File: src/rtl/pwm_share_pkg.sv
package pwm_share_pkg;
  typedef enum logic [1:0] {
    RSP_OK         = 2'd0,
    RSP_BAD_PERIOD = 2'd1,
    RSP_NO_CHAN    = 2'd2
  } rsp_e;
endpackage

File: src/rtl/pwm_tick_gen.sv
module pwm_tick_gen #(
  parameter int CNT_W = 16,
  parameter int PRE_W = 3
) (
  input  logic             clk_i,
  input  logic             rst_ni,
  input  logic [PRE_W-1:0] prescale_i,
  input  logic             start_i,
  input  logic             stop_i,
  input  logic [CNT_W-1:0] per_cc_i,
  output logic             tick_o,
  output logic [CNT_W-1:0] cnt_o,
  output logic             per_hit_o,
  output logic             run_o
);
  localparam int PRE_CNT_W = (1 << PRE_W) - 1;

  logic [PRE_CNT_W-1:0] pre_q, mask;
  logic [CNT_W-1:0]     cnt_q;
  logic                 run_q;

  assign mask      = ~({PRE_CNT_W{1'b1}} << prescale_i);
  assign tick_o    = run_q && (pre_q == mask);
  assign per_hit_o = tick_o && (cnt_q == per_cc_i);
  assign cnt_o     = cnt_q;
  assign run_o     = run_q;

  always_ff @(posedge clk_i or negedge rst_ni) begin
    if (!rst_ni) begin
      run_q <= 1'b0;
      pre_q <= '0;
      cnt_q <= '0;
    end else if (start_i) begin
      run_q <= 1'b1;
      pre_q <= '0;
      cnt_q <= '0;
    end else if (stop_i) begin
      run_q <= 1'b0;
      pre_q <= '0;
      cnt_q <= '0;
    end else if (run_q) begin
      pre_q <= tick_o ? '0 : pre_q + 1'b1;
      if (tick_o) cnt_q <= per_hit_o ? '0 : cnt_q + 1'b1;
    end
  end
endmodule

File: src/rtl/pwm_slot_alloc.sv
module pwm_slot_alloc
  import pwm_share_pkg::*;
#(
  parameter int NUM_CH = 3,
  parameter int ID_W   = 5,
  parameter int PER_W  = 24,
  localparam int SLOT_W = (NUM_CH > 1) ? $clog2(NUM_CH) : 1
) (
  input  logic [ID_W-1:0]   id_i,
  input  logic [PER_W-1:0]  period_i,
  input  logic [PER_W-1:0]  pulse_i,
  input  logic [PER_W-1:0]  per_q_i,
  input  logic [NUM_CH-1:0] bound_i,
  input  logic [NUM_CH-1:0] act_i,
  input  logic [ID_W-1:0]   ids_i [NUM_CH],
  output rsp_e              code_o,
  output logic [SLOT_W-1:0] slot_o,
  output logic              const_o
);
  logic              conflict, own_hit, free_hit;
  logic [SLOT_W-1:0] own_slot, free_slot;

  assign const_o = (pulse_i == '0) || (pulse_i == period_i);

  always_comb begin
    conflict  = 1'b0;
    own_hit   = 1'b0;
    free_hit  = 1'b0;
    own_slot  = '0;
    free_slot = '0;
    for (int i = 0; i < NUM_CH; i++) begin
      if (act_i[i] && (ids_i[i] != id_i) && (period_i != per_q_i)) conflict = 1'b1;
    end
    // descending walk: last assignment is the lowest matching slot
    for (int i = NUM_CH - 1; i >= 0; i--) begin
      if (bound_i[i] && (ids_i[i] == id_i)) begin
        own_hit  = 1'b1;
        own_slot = SLOT_W'(i);
      end
    end
    // ascending walk: last assignment is the highest free slot
    for (int i = 0; i < NUM_CH; i++) begin
      if (!act_i[i]) begin
        free_hit  = 1'b1;
        free_slot = SLOT_W'(i);
      end
    end
  end

  always_comb begin
    slot_o = '0;
    if (conflict && !const_o) begin
      code_o = RSP_BAD_PERIOD;
    end else if (own_hit) begin
      code_o = RSP_OK;
      slot_o = own_slot;
    end else if (free_hit) begin
      code_o = RSP_OK;
      slot_o = free_slot;
    end else begin
      code_o = RSP_NO_CHAN;
    end
  end
endmodule

File: src/rtl/pwm_out_chan.sv
module pwm_out_chan #(
  parameter int CNT_W = 16
) (
  input  logic             clk_i,
  input  logic             rst_ni,
  input  logic             tick_i,
  input  logic [CNT_W-1:0] cnt_i,
  input  logic             per_hit_i,
  input  logic [CNT_W-1:0] cc_i,
  input  logic             active_i,
  input  logic             load_i,
  input  logic             load_val_i,
  input  logic             restart_i,
  output logic             pwm_o
);
  logic q, ch_hit;

  assign ch_hit = tick_i && (cnt_i == cc_i);
  assign pwm_o  = q;

  always_ff @(posedge clk_i or negedge rst_ni) begin
    if (!rst_ni)                             q <= 1'b0;
    else if (load_i)                         q <= load_val_i;
    else if (restart_i && active_i)          q <= 1'b0;
    else if (active_i && (per_hit_i ^ ch_hit)) q <= ~q;  // coincident hits cancel
  end
endmodule

File: src/rtl/pwm_share_top.sv
module pwm_share_top
  import pwm_share_pkg::*;
#(
  parameter int NUM_CH = 3,
  parameter int ID_W   = 5,
  parameter int PER_W  = 24,
  parameter int CNT_W  = 16,
  parameter int PRE_W  = 3,
  localparam int SLOT_W = (NUM_CH > 1) ? $clog2(NUM_CH) : 1
) (
  input  logic              clk_i,
  input  logic              rst_ni,
  input  logic [PRE_W-1:0]  prescale_i,
  input  logic              req_valid_i,
  output logic              req_ready_o,
  input  logic [ID_W-1:0]   req_id_i,
  input  logic [PER_W-1:0]  req_period_i,
  input  logic [PER_W-1:0]  req_pulse_i,
  output logic              rsp_valid_o,
  output logic [1:0]        rsp_code_o,
  output logic [SLOT_W-1:0] rsp_slot_o,
  output logic              run_o,
  output logic [NUM_CH-1:0] pwm_o
);
  localparam int SHIFT_W = PER_W - CNT_W;

  logic [ID_W-1:0]   id_q   [NUM_CH];
  logic [PER_W-1:0]  pulse_q[NUM_CH];
  logic [CNT_W-1:0]  cc_q   [NUM_CH];
  logic [NUM_CH-1:0] bound_q, act;
  logic [PER_W-1:0]  per_q;
  logic [CNT_W-1:0]  per_cc_q;
  logic              rsp_valid_q;
  rsp_e              rsp_code_q, code;
  logic [SLOT_W-1:0] rsp_slot_q, slot;
  logic              is_const, accept, take, start, stop, others_act;
  logic [SHIFT_W-1:0] shamt;
  logic [PER_W-1:0]  per_sh, pul_sh;
  logic              tick, per_hit;
  logic [CNT_W-1:0]  cnt;

  assign req_ready_o = !rsp_valid_q;
  assign accept      = req_valid_i && req_ready_o;
  assign take        = accept && (code == RSP_OK);
  assign start       = take && !is_const;
  assign shamt       = req_period_i[PER_W-1:CNT_W];
  assign per_sh      = req_period_i >> shamt;
  assign pul_sh      = req_pulse_i >> shamt;

  always_comb begin
    others_act = 1'b0;
    for (int i = 0; i < NUM_CH; i++) begin
      act[i] = (pulse_q[i] != '0);
      if (act[i] && (SLOT_W'(i) != slot)) others_act = 1'b1;
    end
  end
  assign stop = take && is_const && !others_act;

  pwm_slot_alloc #(.NUM_CH(NUM_CH), .ID_W(ID_W), .PER_W(PER_W)) u_alloc (
    .id_i(req_id_i), .period_i(req_period_i), .pulse_i(req_pulse_i),
    .per_q_i(per_q), .bound_i(bound_q), .act_i(act), .ids_i(id_q),
    .code_o(code), .slot_o(slot), .const_o(is_const)
  );

  pwm_tick_gen #(.CNT_W(CNT_W), .PRE_W(PRE_W)) u_tick (
    .clk_i, .rst_ni, .prescale_i, .start_i(start), .stop_i(stop),
    .per_cc_i(per_cc_q), .tick_o(tick), .cnt_o(cnt), .per_hit_o(per_hit), .run_o
  );

  for (genvar g = 0; g < NUM_CH; g++) begin : g_ch
    logic load_g;
    assign load_g = take && (slot == SLOT_W'(g));

    pwm_out_chan #(.CNT_W(CNT_W)) u_out (
      .clk_i, .rst_ni, .tick_i(tick), .cnt_i(cnt), .per_hit_i(per_hit),
      .cc_i(cc_q[g]), .active_i(act[g]), .load_i(load_g),
      .load_val_i(req_pulse_i != '0 && req_pulse_i == req_period_i),
      .restart_i(start), .pwm_o(pwm_o[g])
    );

    always_ff @(posedge clk_i or negedge rst_ni) begin
      if (!rst_ni) begin
        id_q[g]    <= '0;
        pulse_q[g] <= '0;
        cc_q[g]    <= '0;
        bound_q[g] <= 1'b0;
      end else if (load_g) begin
        id_q[g]    <= req_id_i;
        bound_q[g] <= 1'b1;
        pulse_q[g] <= is_const ? '0 : req_pulse_i;
        if (!is_const) cc_q[g] <= pul_sh[CNT_W-1:0];
      end
    end
  end

  always_ff @(posedge clk_i or negedge rst_ni) begin
    if (!rst_ni) begin
      per_q       <= '0;
      per_cc_q    <= '0;
      rsp_valid_q <= 1'b0;
      rsp_code_q  <= RSP_OK;
      rsp_slot_q  <= '0;
    end else begin
      rsp_valid_q <= accept;
      if (accept) begin
        rsp_code_q <= code;
        rsp_slot_q <= (code == RSP_OK) ? slot : '0;
      end
      if (start) begin
        per_q    <= req_period_i;
        per_cc_q <= per_sh[CNT_W-1:0];
      end
    end
  end

  assign rsp_valid_o = rsp_valid_q;
  assign rsp_code_o  = rsp_code_q;
  assign rsp_slot_o  = rsp_slot_q;
endmodule

File: config.mk
export PLATFORM = sky130hd
export DESIGN_NAME = pwm_share_top
export DESIGN_NICKNAME = d
export VERILOG_FILES = /design/src/rtl/pwm_share_pkg.sv /design/src/rtl/pwm_tick_gen.sv /design/src/rtl/pwm_slot_alloc.sv /design/src/rtl/pwm_out_chan.sv /design/src/rtl/pwm_share_top.sv
export SDC_FILE = /design/constraint.sdc
export NUM_CORES = 1
export LEC_CHECK = 0
export CAP_MARGIN = 40
export CORE_MARGIN = 10
export CORE_UTILIZATION = 65
export CTS_CLUSTER_SIZE = 14
export DETAILED_ROUTE_END_ITERATION = 8
export DONT_BUFFER_PORTS = 1
export GPL_TIMING_DRIVEN = 0
export MAX_ROUTING_LAYER = met4
export PLACE_DENSITY = 0.81
export SLEW_MARGIN = 20
export SYNTH_ARGS = -nofsm -noshare
export SYNTH_HDL_FRONTEND = slang
export SYNTH_SLANG_ARGS = --single-unit
File: constraint.sdc
create_clock -name clk_i -period 3.4 [get_ports clk_i]
set_input_delay 0.68 -clock clk_i [delete_from_list [all_inputs] [get_ports clk_i]]
set_output_delay 0.68 -clock clk_i [all_outputs]
set_load 0.01 [all_outputs]
==> impl_results.md <==
- Worst-Margin Slew: 0.9040 ns
- First DRT Iteration DRCs: about 860
- CTS tree: built
- Post-synth top area share: 0.4224
- Core ar.: 18770 um2
- Count leader, synth: dfrtp_1
- Violated checks: negative hold slack
- CTS root buffer: clkbuf_16
- Crit path time final: 3.301 ns
- Syn avg cell area: just over 10 um2
- Cell Area, Synth: between 10000 and 15000 um2
- Synth area leader: dfrtp_1
- CP Cell Sequence: clkbuf_1 -> xnor2_1 -> nand4_1 -> nor4_1 -> nand3_1 -> a221oi_2 -> buf_4 -> a21boi_2 -> buf_4 -> mux2_1
- Setup crit end kind: flop
- WP data arrival: 3.69 ns
- DR vias/cell: 6.746
- CP required: 3.79 ns
- Grt ovf: 0
- PwrDens: 525.2 nW/um2
- RSZ-0062 raised after global routing: no
- DPL Wire Length: 24990 um
- Vias: 10.08k
- P_int: approximately 5 mW
- Maximum clock path buffer count: 3
- Type of origin of the critical path: input port
- Final std cells w/o fill: ~1.5k
- FP Rows: 50
- RR Endpoint: cc_q[47]$_DFFE_PN0P_
- First-pass GRT wire length: 55840 um
- Headroom to the max-slew limit: 0.3973
- Post-CTS Setup Repair Bufs: 0
- Final Cycle Share: 0.9710
- Skew final: about 0.022 ns
- R2r setup slk: 0.13 ns
- Worst setup endpoint: cc_q[47]$_DFFE_PN0P_
- Clock transition at path regs: 0.06 ns
- Max-slew violation count: 0
- GP Congestion: approximately 0.96
- Io pins: 69
- Chip height: 158.3 um
- Clock power share: 0.357
- Die ar.: between 20000 and 30000 um2
- Sw power: 2.114 mW
- Fin Hold WS: -0.1432 ns
- Cells after DPL: 1449
- H-tree Lvls: 1
- Max incr delay on CP: just over 0.4 ns
- Origin of the critical flop-to-flop path: per_q[16]$_DFFE_PN0N_
- Number of max-cap violations: 0
- Critical path depth in cells: 10
- Setup violations, final: 0
- Seq/Total Area, Yosys: 0.4224
- Initial core utilization: 0.6629
- Layout area overhead: 8.961%
- Total wire length: between 30000 and 40000 um
- Status: finished with violations
- YS warnings: 0
- Top_reg_cell synth: dfrtp_1
- Fmax achieved: between 0.3 and 0.4 GHz
- Cell family with most CP delay: simple AND/OR/NAND/NOR gates
- Register share of total power: 0.420
- Combinational share of power: 0.224
- Crit path launch: req_period_i[15]
- Synth cell count leaders: dfrtp_1, mux2_2, clkbuf_1, xnor2_1, o21ai_0
- Clk Latency, worst-skew pair: 0.52 ns
- Async SR Flop Fraction: 1.000
- # diodes: 0
- Sink Count: 210
- DR pass1 iterations: 5
- Switch share: 0.2970
- Worst path buffer plus inverter count: 3
- IO Port Bufs: 0
- Residual DRC: 0
- Largest cells by area after synthesis: dfrtp_1, mux2_2, mux4_2
- Post-synth net total: 1276
- GRT Resource Usage Total: 0.2898
- Vias in the first global route: 10.12k
- Initial antenna violation count: 0
- Cells after synthesis: 1215
- Worst path most repeated cell: buf_4
- Maximum VDD drop: 0.0004747 V
- R2R depth: 9
- Wire length per cell: 23.44 um
- CP Class: input port to flop
- Layout cells sized above 1: 0.1754
- Detail Route Antenna Nets: 0
- CTS buffer count: 24
- Final Hold Viols: 210
- Flops & latches, synth: 210
- Worst hold path class: input port to async pin
- Maximum fanout along the worst path: 10
- Synth unique cells: 62
- Slowest stage cell on the critical path: nor4_1
- Total negative slack: 0 ns
- EDFF count, synth: 0
- Die span in x: 158.3 um
- P_leak: 6.175 nW
- Final net count: 1303
- Pin count of the biggest net entering global routing: 211
[final cells by class]
cell class                 count  area (um2)
inverter                      37       138.9
buffer                       124       545.5
clock inverter                 7       80.08
multi-input combinational    844        6526
tap                          234       292.8
clock buffer                  37       709.4
sequential                   210        5255
fill                        1370        5213
timing repair buffer           1       7.507
[cell usage in the layout, fill, tap and decap left out, types with 13 or more instances in the layout]
cell type and count:
mux2_1 18, nand3_1 35, inv_1 37, dfrtp_1 210, clkbuf_16 24, mux2_2 85, a22o_1 49, xor2_1 60
o21ai_0 70, xnor2_1 75, nor4_1 43, nor2_1 67, mux4_2 35, nand4_1 48, nand3b_1 13, clkbuf_1 76
nand2_1 67, a21oi_1 35, buf_2 34
[cell families after synthesis]
group | Yosys count | synth area share
flip-flops | 210 | 0.4224
AND/OR/NAND/NOR | 338 | 0.1429
AO/OA/AOI/OAI | 224 | 0.1210
buffers and inverters | 161 | 0.05441
adder cells (fa/ha/maj) | 2 | 0.002011
XOR/XNOR | 135 | 0.09504
multiplexers | 145 | 0.1622
[power groups by stage]
stage / clock network [mW] / logic [mW] / registers (mW)
2_1_floorplan: 0 / 1.22 / 2.96
3_3_place_gp: 0 / 1.51 / 3.01
3_5_place_dp: 0 / 1.54 / 3.02
4_1_cts: 2.56 / 1.56 / 2.98
5_1_grt: 2.68 / 1.74 / 3.02
6_report: 2.54 / 1.59 / 2.99
[worst min path at each step]
| stage | end | cells past startpoint |
|---|---|---|
| 2_1_floorplan | bound_q[0]$_DFFE_PN0P_ | 0 |
| 3_3_place_gp | rsp_slot_o[0]$_DFFE_PN0P_ | 0 |
| 3_5_place_dp | u_tick.pre_q[4]$_DFFE_PN0P_ | 0 |
| 4_1_cts | u_tick.pre_q[4]$_DFFE_PN0P_ | 0 |
| 5_1_grt | u_tick.pre_q[4]$_DFFE_PN0P_ | 0 |
| 6_report | u_tick.pre_q[4]$_DFFE_PN0P_ | 0 |
[metrics by stage]
stage	setup slack, ns	util	hold WS [ns]	cell area (um2)	power, mW
floorplan	0.5549	-	0.3844	12440	4.182
global placement	-0.4403	0.6785	0.3952	12730	4.513
detailed placement	-0.5562	0.6785	0.3928	12730	4.559
CTS	0.04567	0.7210	-0.1474	13530	7.099
global route	0.04202	0.7223	-0.1654	13560	7.430
finish	0.09867	0.7223	-0.1432	13560	7.120
[state kept, by name (all words and copies together) (netlist names)]
register and flops:
per_q 24, u_tick.pre_q 7, cc_q 48, u_tick.run_o 1, pulse_q 72, g_ch.u_out.pwm_o 3, rsp_valid_o 1, rsp_slot_o 2
rsp_code_o 2, id_q 15, bound_q 3, per_cc_q 16, u_tick.cnt_o 16
[timing repair]
action	in CTS	in global routing
hold endpoints to repair	210	210
gates resized for setup	1	14
setup endpoints to repair	6	35
[routing by layer]
| layer | vias up | wire (um) | track usage |
|---|---|---|---|
| met1 | 5080 | 14600 | 0.3749 |
| met4 | 0 | 791 | 0.07190 |
| met2 | 472 | 16790 | 0.4653 |
| met5 | - | 0 | - |
| met3 | 75 | 2837 | 0.05478 |
| li1 | 4451 | - | - |
No activity file was read; power rests on OpenSTA's default activity.
